## config.mk

```make
export PLATFORM = sky130hd
export DESIGN_NAME = mcu_alu_exec
export DESIGN_NICKNAME = d
export VERILOG_FILES = /design/src/rtl/alu8_pkg.sv /design/src/rtl/alu8_fields.sv /design/src/rtl/alu8_byte_unit.sv /design/src/rtl/alu8_word_unit.sv /design/src/rtl/mcu_alu_exec.sv
export SDC_FILE = /design/constraint.sdc
export NUM_CORES = 1
export LEC_CHECK = 0
export BUFFER_PORTS_ARGS = -buffer_cell sky130_fd_sc_hd__buf_2
export CAP_MARGIN = 15
export CORE_MARGIN = 4
export CORE_UTILIZATION = 52
export DETAILED_ROUTE_END_ITERATION = 8
export GPL_TIMING_DRIVEN = 0
export PLACE_DENSITY = 0.91
export SYNTH_ARGS = -nofsm -noshare
export SYNTH_HDL_FRONTEND = slang
export SYNTH_SLANG_ARGS = --single-unit
```

## constraint.sdc

```tcl
create_clock -name vclk -period 5.4
set_input_delay 1.08 -clock vclk [all_inputs]
set_output_delay 1.08 -clock vclk [all_outputs]
set_load 0.02 [all_outputs]
```

## src/rtl/alu8_pkg.sv

```systemverilog
package alu8_pkg;

    localparam int DW     = 8;
    localparam int WW     = 2 * DW;
    localparam int IW     = 16;
    localparam int RIW    = 5;
    localparam int CYC_W  = 2;
    localparam int K6W    = 6;

    // status byte bit positions
    localparam int SB_C = 0;
    localparam int SB_Z = 1;
    localparam int SB_N = 2;
    localparam int SB_V = 3;
    localparam int SB_S = 4;
    localparam int SB_H = 5;
    localparam int SB_T = 6;
    localparam int SB_I = 7;

    typedef enum logic [3:0] {
        OP_OR   = 4'd0,
        OP_ORI  = 4'd1,
        OP_SBCI = 4'd2,
        OP_COM  = 4'd3,
        OP_NEG  = 4'd4,
        OP_LSR  = 4'd5,
        OP_ADDW = 4'd6
    } alu_op_e;

    typedef struct packed {
        logic h;
        logic s;
        logic v;
        logic n;
        logic z;
        logic c;
    } flags_t;

    function automatic flags_t sreg_to_flags(input logic [DW-1:0] sr);
        flags_t f;
        f.h = sr[SB_H];
        f.s = sr[SB_S];
        f.v = sr[SB_V];
        f.n = sr[SB_N];
        f.z = sr[SB_Z];
        f.c = sr[SB_C];
        return f;
    endfunction

    function automatic logic [DW-1:0] flags_to_sreg(input flags_t f, input logic [DW-1:0] keep);
        logic [DW-1:0] r;
        r       = keep;
        r[SB_H] = f.h;
        r[SB_S] = f.s;
        r[SB_V] = f.v;
        r[SB_N] = f.n;
        r[SB_Z] = f.z;
        r[SB_C] = f.c;
        return r;
    endfunction

    function automatic logic [DW-1:0] imm8_of(input logic [IW-1:0] w);
        return {w[11:8], w[3:0]};
    endfunction

    function automatic logic [K6W-1:0] imm6_of(input logic [IW-1:0] w);
        return {w[7:6], w[3:0]};
    endfunction

    function automatic logic is_legal(input logic [3:0] op);
        return op <= OP_ADDW;
    endfunction

endpackage

```

## src/rtl/alu8_fields.sv

```systemverilog
module alu8_fields
    import alu8_pkg::*;
#(
    parameter int HIGH_BANK = 16,
    parameter int PAIR_BASE = 24
) (
    input  logic [3:0]     op,
    input  logic [IW-1:0]  insn,
    output logic [DW-1:0]  k8,
    output logic [K6W-1:0] k6,
    output logic [RIW-1:0] dst_idx,
    output logic [RIW-1:0] src_idx,
    output logic           legal,
    output logic           wide
);
    localparam logic [RIW-1:0] HB = RIW'(HIGH_BANK);
    localparam logic [RIW-1:0] PB = RIW'(PAIR_BASE);

    always_comb begin
        k8      = imm8_of(insn);
        k6      = imm6_of(insn);
        src_idx = {insn[9], insn[3:0]};
        legal   = is_legal(op);
        wide    = (op == OP_ADDW);
        case (op)
            OP_ORI, OP_SBCI: dst_idx = HB + {1'b0, insn[7:4]};
            OP_ADDW:         dst_idx = PB + {2'b00, insn[5:4], 1'b0};
            default:         dst_idx = insn[8:4];
        endcase
    end

    // pair index is always even and inside the pair bank
    always_comb begin
        if (op == OP_ADDW) begin
            p_pair_even_r8: assert (dst_idx[0] == 1'b0 && dst_idx >= PB)
                else $error("pair index %0d", dst_idx);
        end
    end

endmodule

```

## src/rtl/alu8_byte_unit.sv

```systemverilog
module alu8_byte_unit
    import alu8_pkg::*;
(
    input  logic [3:0]    op,
    input  logic [DW-1:0] a,
    input  logic [DW-1:0] b,
    input  flags_t        f_in,
    output logic [DW-1:0] r,
    output flags_t        f_out
);
    localparam logic [DW-1:0] MINV = {1'b1, {(DW-1){1'b0}}};
    localparam int MSB = DW - 1;

    logic nz_upd;

    always_comb begin
        r      = '0;
        f_out  = f_in;
        nz_upd = 1'b1;
        case (op)
            OP_OR, OP_ORI: begin
                r       = a | b;
                f_out.v = 1'b0;
            end
            OP_SBCI: begin
                r       = a - b - {{(DW-1){1'b0}}, f_in.c};
                f_out.h = (~a[3] & b[3]) | (b[3] & r[3]) | (r[3] & ~a[3]);
                f_out.c = (~a[MSB] & b[MSB]) | (b[MSB] & r[MSB]) | (r[MSB] & ~a[MSB]);
                f_out.v = (a[MSB] & ~b[MSB] & ~r[MSB]) | (~a[MSB] & b[MSB] & r[MSB]);
            end
            OP_COM: begin
                r       = ~a;
                f_out.c = 1'b1;
                f_out.v = 1'b0;
            end
            OP_NEG: begin
                r       = '0 - a;
                f_out.c = |r;
                f_out.v = (r == MINV);
                f_out.h = r[3] | a[3];
            end
            OP_LSR: begin
                r       = {1'b0, a[DW-1:1]};
                f_out.c = a[0];
            end
            default: nz_upd = 1'b0;
        endcase
        if (nz_upd) begin
            f_out.n = (op == OP_LSR) ? 1'b0 : r[MSB];
            f_out.z = (r == '0);
            if (op == OP_LSR)
                f_out.v = f_out.n ^ f_out.c;
            f_out.s = f_out.n ^ f_out.v;
        end
    end

    always_comb begin
        if (op == OP_COM) begin
            p_com_inverse_r3: assert (((r ^ a) == {DW{1'b1}}) && f_out.c && !f_out.v)
                else $error("complement mismatch");
        end
        if (op == OP_NEG) begin
            p_neg_sum_r4: assert (((r + a) == '0) && (f_out.v == (a == MINV)))
                else $error("negate mismatch");
        end
        if (op == OP_LSR) begin
            p_lsr_flags_r5: assert (!f_out.n && (f_out.s == f_out.c) && (r[MSB] == 1'b0))
                else $error("shift flags mismatch");
        end
        if (op == OP_SBCI) begin
            p_sbc_total_r2: assert (({1'b0, r} + {1'b0, b} + {{DW{1'b0}}, f_in.c})
                                    == ({f_out.c, {DW{1'b0}}} + {1'b0, a}))
                else $error("subtract total mismatch");
        end
    end

endmodule

```

## src/rtl/alu8_word_unit.sv

```systemverilog
module alu8_word_unit
    import alu8_pkg::*;
(
    input  logic           en,
    input  logic [WW-1:0]  pair,
    input  logic [K6W-1:0] k6,
    input  flags_t         f_in,
    output logic [WW-1:0]  sum,
    output flags_t         f_out
);
    localparam int TOP = WW - 1;

    always_comb begin
        sum     = pair + {{(WW-K6W){1'b0}}, k6};
        f_out   = f_in;
        f_out.v = sum[TOP] & ~pair[TOP];
        f_out.c = ~sum[TOP] & pair[TOP];
        f_out.n = sum[TOP];
        f_out.z = (sum == '0);
        f_out.s = f_out.n ^ f_out.v;
    end

    always_comb begin
        if (en) begin
            p_pair_sum_r6: assert ({f_out.c, sum} == ({1'b0, pair} + {{(WW+1-K6W){1'b0}}, k6}))
                else $error("pair sum mismatch");
        end
    end

endmodule

```

## src/rtl/mcu_alu_exec.sv

```systemverilog
module mcu_alu_exec
    import alu8_pkg::*;
#(
    parameter int HIGH_BANK = 16,
    parameter int PAIR_BASE = 24
) (
    input  logic [3:0]       i_op,
    input  logic [15:0]      i_insn,
    input  logic [7:0]       i_dst,
    input  logic [7:0]       i_src,
    input  logic [15:0]      i_pair,
    input  logic [7:0]       i_sreg,
    output logic [15:0]      o_result,
    output logic [7:0]       o_sreg,
    output logic [4:0]       o_dst_idx,
    output logic [4:0]       o_src_idx,
    output logic             o_wide,
    output logic [1:0]       o_cycles,
    output logic             o_illegal
);
    logic [DW-1:0]  k8;
    logic [K6W-1:0] k6;
    logic           legal;
    logic           wide;
    logic [DW-1:0]  operand;
    logic [DW-1:0]  byte_r;
    logic [WW-1:0]  word_r;
    flags_t         f_cur;
    flags_t         f_byte;
    flags_t         f_word;

    assign f_cur = sreg_to_flags(i_sreg);

    alu8_fields #(
        .HIGH_BANK (HIGH_BANK),
        .PAIR_BASE (PAIR_BASE)
    ) u_fields (
        .op      (i_op),
        .insn    (i_insn),
        .k8      (k8),
        .k6      (k6),
        .dst_idx (o_dst_idx),
        .src_idx (o_src_idx),
        .legal   (legal),
        .wide    (wide)
    );

    assign operand = (i_op == OP_OR) ? i_src : k8;

    alu8_byte_unit u_byte (
        .op    (i_op),
        .a     (i_dst),
        .b     (operand),
        .f_in  (f_cur),
        .r     (byte_r),
        .f_out (f_byte)
    );

    alu8_word_unit u_word (
        .en    (wide),
        .pair  (i_pair),
        .k6    (k6),
        .f_in  (f_cur),
        .sum   (word_r),
        .f_out (f_word)
    );

    always_comb begin
        o_wide    = wide;
        o_illegal = ~legal;
        o_cycles  = wide ? CYC_W'(2) : CYC_W'(1);
        if (!legal) begin
            o_result = '0;
            o_sreg   = i_sreg;
        end else if (wide) begin
            o_result = word_r;
            o_sreg   = flags_to_sreg(f_word, i_sreg);
        end else begin
            o_result = {{(WW-DW){1'b0}}, byte_r};
            o_sreg   = flags_to_sreg(f_byte, i_sreg);
        end
    end

    always_comb begin
        p_keep_it_r9: assert (o_sreg[SB_I] == i_sreg[SB_I] && o_sreg[SB_T] == i_sreg[SB_T])
            else $error("I or T altered");
        if (!o_illegal) begin
            p_sign_rule_r9: assert (o_sreg[SB_S] == (o_sreg[SB_N] ^ o_sreg[SB_V]))
                else $error("S rule broken");
        end else begin
            p_illegal_hold_r11: assert (o_sreg == i_sreg && o_result == '0)
                else $error("illegal op changed state");
        end
        p_cycle_count_r10: assert ((o_cycles == 2'd2) == o_wide && o_cycles != 2'd0)
            else $error("cycle count mismatch");
    end

endmodule

```

* After elaboration in Yosys (flattened, before gate mapping)
Cells that the tools add are included.
Word-level totals: register bits 0, input bits 60, output and inout bits 38, word-level logic and storage cells 67
Cells by class: $add $sub $neg 6, magnitude comparators 1, equality and inequality tests 7, muxes and demuxes 16, bitwise gates (word level) 29, reductions and logical operators 8
Operators by type and width (count):
- 8-bit case mux with 5 select lines | 1
- 16-bit two-way mux | 2
- 16-bit by 6-bit adder with 16-bit output | 1
- 16-bit logical NOT | 1
- 4-bit by 3-bit equality test with 1-bit output, second input constant | 3
- 6-bit two-way mux | 2
- 1-bit AND | 11
- 5-bit case mux with 2 select lines | 1
- 4-bit by 2-bit equality test with 1-bit output, second input constant | 2
- 8-bit equality test, second input constant | 1
- 8-bit logical NOT | 1
- 8-bit two-way mux | 1
- 8-bit inverter | 1
- 8-bit bitwise OR | 1
- 8-bit OR reduction | 1
- 1-bit by 8-bit subtractor with 8-bit output, first input constant | 1
- 8-bit by 1-bit subtractor with 8-bit output | 1
- 8-bit subtractor | 1
- 1-bit inverter | 7
- 1-bit bitwise OR | 6
- 6-bit OR reduction | 1
- 4-bit by 4-bit adder with 5-bit output, first input constant | 1
- 5-bit by 4-bit adder with 5-bit output, first input constant | 1
- 4-bit by 1-bit equality test with 1-bit output, second input constant | 1
- 11 further kinds | 17

* Logic depth before layout (Yosys ltp)
word-level depth 15, gate-level depth with buffers 14, mapped depth without buffers 13

* Modules after synthesis
A second synthesis with hierarchy kept.
Second synthesis, totals: cells, all modules 364, area, all modules 2670.1 µm²
Modules (own cells, without submodules):
- alu8_byte_unit | instances 1, cells an instance 184, area each 1312.5 µm², sequential area each 0.0 µm²
- alu8_word_unit | instances 1, cells an instance 91, area each 689.4 µm², sequential area each 0.0 µm²
- mcu_alu_exec | instances 1, cells an instance 61, area each 435.4 µm², sequential area each 0.0 µm²
- alu8_fields | instances 1, cells an instance 28, area each 232.7 µm², sequential area each 0.0 µm²

* Least setup slack after synthesis
No wires, ideal clock.
path type input -> output, start in i_op[1], end out o_sreg[3], data arrival time 4114 ps, data required time 4320 ps, path slack 206 ps, cell stages on the path 13, buffers on the path 1, path through buf_6 nor4_4 mux2_2 ha_1 inv_1 ha_1 a21oi_1 nand2_1 o221ai_2 mux2i_1 a31oi_1 o21a_1 o31a_1
Between the ends: cells in the longest elaborated chain, start to end 14, elaborated cells between the ends (all ways) 37, those cells by class add/sub (2); order compare (1); eq/ne (6); mux (11); bitwise (13); reduce/logical (4)
RTL lines:
- start: declaration | line mcu_alu_exec.sv:7 | input logic [3:0] i_op,
- 4-bit logical NOT | line alu8_byte_unit.sv:20, mcu_alu_exec.sv:48
- 8-bit two-way mux | line mcu_alu_exec.sv:48 | assign operand = (i_op == OP_OR) ? i_src : k8;
- 8-bit subtractor | line alu8_byte_unit.sv:26 | r = a - b - {{(DW-1){1'b0}}, f_in.c};
- 8-bit by 1-bit subtractor with 8-bit output | line alu8_byte_unit.sv:26
- 1-bit AND | line alu8_byte_unit.sv:28 | f_out.c = (~a[MSB] & b[MSB]) | (b[MSB] & r[MSB]) | (r[MSB] & ~a[MSB]);
- 1-bit bitwise OR (2 in series) | line alu8_byte_unit.sv:28
- 1-bit case mux with 4 select lines | line alu8_byte_unit.sv:20 | case (op)
- 1-bit bitwise XOR | line alu8_byte_unit.sv:52 | f_out.v = f_out.n ^ f_out.c;
- 1-bit two-way mux | line alu8_byte_unit.sv:51 | if (op == OP_LSR)
- 1-bit two-way mux | line alu8_byte_unit.sv:48 | if (nz_upd) begin
- 4-bit two-way mux | line alu8_byte_unit.sv:48
- 6-bit two-way mux | line mcu_alu_exec.sv:75 | end else if (wide) begin
- 6-bit two-way mux (*) | line mcu_alu_exec.sv:72 | if (!legal) begin
- end: declaration | line mcu_alu_exec.sv:14 | output logic [7:0] o_sreg,
Every way passes the cells marked *; elsewhere a longest branch is shown, timed or not. The select of a mux whose other input is x is not followed.

* Worst setup path after layout
start in i_op[1], end out o_sreg[1]
Between the ends: cells in the longest elaborated chain, start to end 9, elaborated cells between the ends (all ways) 20, those cells by class add/sub (2); order compare (1); eq/ne (6); mux (6); bitwise (1); reduce/logical (4)
RTL lines:
- 4-bit logical NOT | line alu8_byte_unit.sv:20, mcu_alu_exec.sv:48
- 8-bit two-way mux | line mcu_alu_exec.sv:48
- 8-bit subtractor | line alu8_byte_unit.sv:26
- 8-bit by 1-bit subtractor with 8-bit output | line alu8_byte_unit.sv:26
- 8-bit case mux with 5 select lines | line alu8_byte_unit.sv:20
- 8-bit logical NOT | line alu8_byte_unit.sv:50 | f_out.z = (r == '0);
- 4-bit two-way mux | line alu8_byte_unit.sv:48
- 6-bit two-way mux | line mcu_alu_exec.sv:75
- 6-bit two-way mux (*) | line mcu_alu_exec.sv:72
Every way passes the cells marked *; elsewhere a longest branch is shown, timed or not.

==> reports/results.ini <==
[routing]
routed_wl_um = 7570
vias = 2903
drtAntennaViolNets = 0
wl_per_cell_um = 15.7
drcViolationCount = 0
dr.pass1.iters = 5
drt-initial-drc-count = 230
avgViaCountPerCell = 6.02

[timing]
tightest_slew_ns = 0.766
hold_viol = 0
setup_viol = 0
fin_crit_sh = 0.985
timing.slew.headroom = 0.482
period_minus_slack_ns = 5.32
setup_tns_ns = 0
timing.final.max_slew_violations = 0
rsz0062_at_grt = yes
max_freq_mhz = 188

[outcome]
status = completed

[pwr]
p_sw_mw = 0.180
clock_power_share = 0
p_leak_nw = 1.53
p_int_mw = 0.138
peakVddDrop_uv = 57.8
seqPwrFrac = 0
powerDensity_nw_per_um2 = 104
total_power_mw = 0.318
power_frac_comb = 1.000
switching_share = 0.566

[worst_setup_path]
cp_max_fo = 10
worstSetupPathType = input pin to output pin
arrival_ns = 4.24
required_ns = 4.32
start_kind = input pin
endpoint_kind = output pin

[floorplanning]
die-area_um2 = 5690
rows = 24
die_y_um = 75.5
ioPinCount = 98
core_um2 = 4380
die_w_um = 75.5
initial_core_util = 0.540

[place]
dp_cells = 476
place_area_um2 = 2880
io_buffers = 89
place.gp.congestion = 0.975
hpwl_um = 6100

[worst_hold_path]
hold_path_class = input pin to output pin
hold_path_depth = 2
min_from = i_sreg[7]
holdPathEnd = o_sreg[7]

[grt]
grt_antenna_before_repair = 0
grt.met2_usage = 0.452
overflow = 0
met3_usage = 0.0132
grt.busiest_layer = met2
grt_pass1_wl_um = 11300
grt_pass1_vias = 2643
grt_max_degree = 11
grt_usage = 0.242
met1_usage = 0.299

[yosys]
seq_area_frac_synth = 0
synth_nets = 430
synth.cell_area_um2 = 2370
synth_area_leaders = ha_1 17%, inv_1 4.9%, nand2_1 4.9%
avgSynthCellArea_um2 = 7.06
yosysTopAreaCellShare = 0.169
ys_types = 65
synth_cells = 335
synth_top_area_cell = ha_1
yosys_warnings = 0

[finish]
clock_buffers = 0
seq_cells = 0
drive_above_1_share = 0.328
regArea_um2 = 0
fin_area_um2 = 3060
nNetsFinal = 527
syn_to_final_growth_pct = 29.4
diodes = 0
stdcell_count = 482
utilization = 0.698

[job]
max_cap_violations = 0

[clocking]
cts_hold_buf = 0

[worst max-delay path: stages]
cell	delay, ns
buf_2	0.11
buf_6	0.14
nor4_4	0.29
buf_6	0.21
mux2i_4	0.24
fa_1	0.48
ha_1	0.21
o21ai_1	0.16
a21oi_1	0.11
or3_1	0.36
a31o_1	0.28
a211oi_2	0.17
nand4_1	0.13
nand3_1	0.13
buf_4	0.15
[synth_stat cells (7+ instances only)]
cell / count
xor2_1: 11
nand2_1: 31
nand4_1: 7
ha_1: 32
nand3_1: 8
and3_1: 7
xnor2_1: 7
nor2_1: 25
inv_1: 31
buf_4: 9
clkbuf_1: 8
o21ai_0: 19
mux2i_1: 7
a21oi_1: 15
[worst max path at each step]
| stage | endpoint | from | depth (start not counted) |
|---|---|---|---|
| after floorplan | o_sreg[3] | i_op[1] | 13 |
| after global placement | o_sreg[3] | i_op[1] | 15 |
| after detailed placement | o_sreg[3] | i_op[1] | 15 |
| after CTS | o_sreg[3] | i_op[2] | 16 |
| after global routing | o_sreg[1] | i_op[1] | 15 |
| final | o_sreg[1] | i_op[1] | 15 |
[cell usage in the layout, fill, tap and decap left out, drive strengths merged, types with 5 or more instances in the layout]
| cell | count |
|---|---|
| o31ai | 5 |
| ha | 32 |
| nor2 | 26 |
| a21oi | 15 |
| xnor2 | 7 |
| nor3 | 7 |
| a211oi | 5 |
| mux2i | 7 |
| a31oi | 5 |
| inv | 32 |
| and3 | 7 |
| xor2 | 11 |
| nand2 | 31 |
| o21bai | 5 |
| a22oi | 5 |
| buf | 109 |
| and2 | 5 |
| o211ai | 5 |
| clkbuf | 8 |
| nand4 | 7 |
| a21o | 6 |
| nand3 | 8 |
| o21ai | 22 |
| mux2 | 5 |
[kinds of logic (layout without fill, tap and decap cells)]
group	count (synthesis)	in the layout	share of synthesized area
xor+xnor	18	18	0.0666
simple gates	117	117	0.281
mux	12	12	0.0534
fa+ha+maj	35	35	0.195
compound gates	98	98	0.289
buf+inv	55	150	0.115
[through the flow]
stage | hold slack [ns] | setup slack [ns]
2_1_floorplan | 2.27 | 0.206
3_3_place_gp | 2.38 | -0.404
3_5_place_dp | 2.38 | -0.502
4_1_cts | 2.38 | 0.0113
5_1_grt | 2.39 | -0.0441
6_report | 2.38 | 0.0822
[layout make-up]
| class | instances | area (µm²) |
|---|---|---|
| fillers | 354 | 1320 |
| plain buffers | 21 | 143 |
| repair buffers | 96 | 507 |
| multi-input cells | 280 | 2220 |
| well taps | 52 | 65.1 |
| inverters | 33 | 124 |
[routing by layer]
metal / vias up / part of all wire
li1: 1405 / -
met3: 21 / 0.060
met4: 0 / 0.025
met2: 132 / 0.51
met5: - / 0
met1: 1345 / 0.40
[repair_timing]
item	in CTS	in global routing
setup endpoints to repair	6	4
setup buffers	5	2
resized for setup	4	23
pin swaps	2	7
[power by group through the flow]
stage / Clock (mW) / Sequential [mW] / Combinational, mW
global route: 0 / 0 / 0.344
global placement: 0 / 0 / 0.267
floorplan: 0 / 0 / 0.191
detailed placement: 0 / 0 / 0.276
CTS: 0 / 0 / 0.288
finish: 0 / 0 / 0.318
Power figures use the tool's default switching activity.
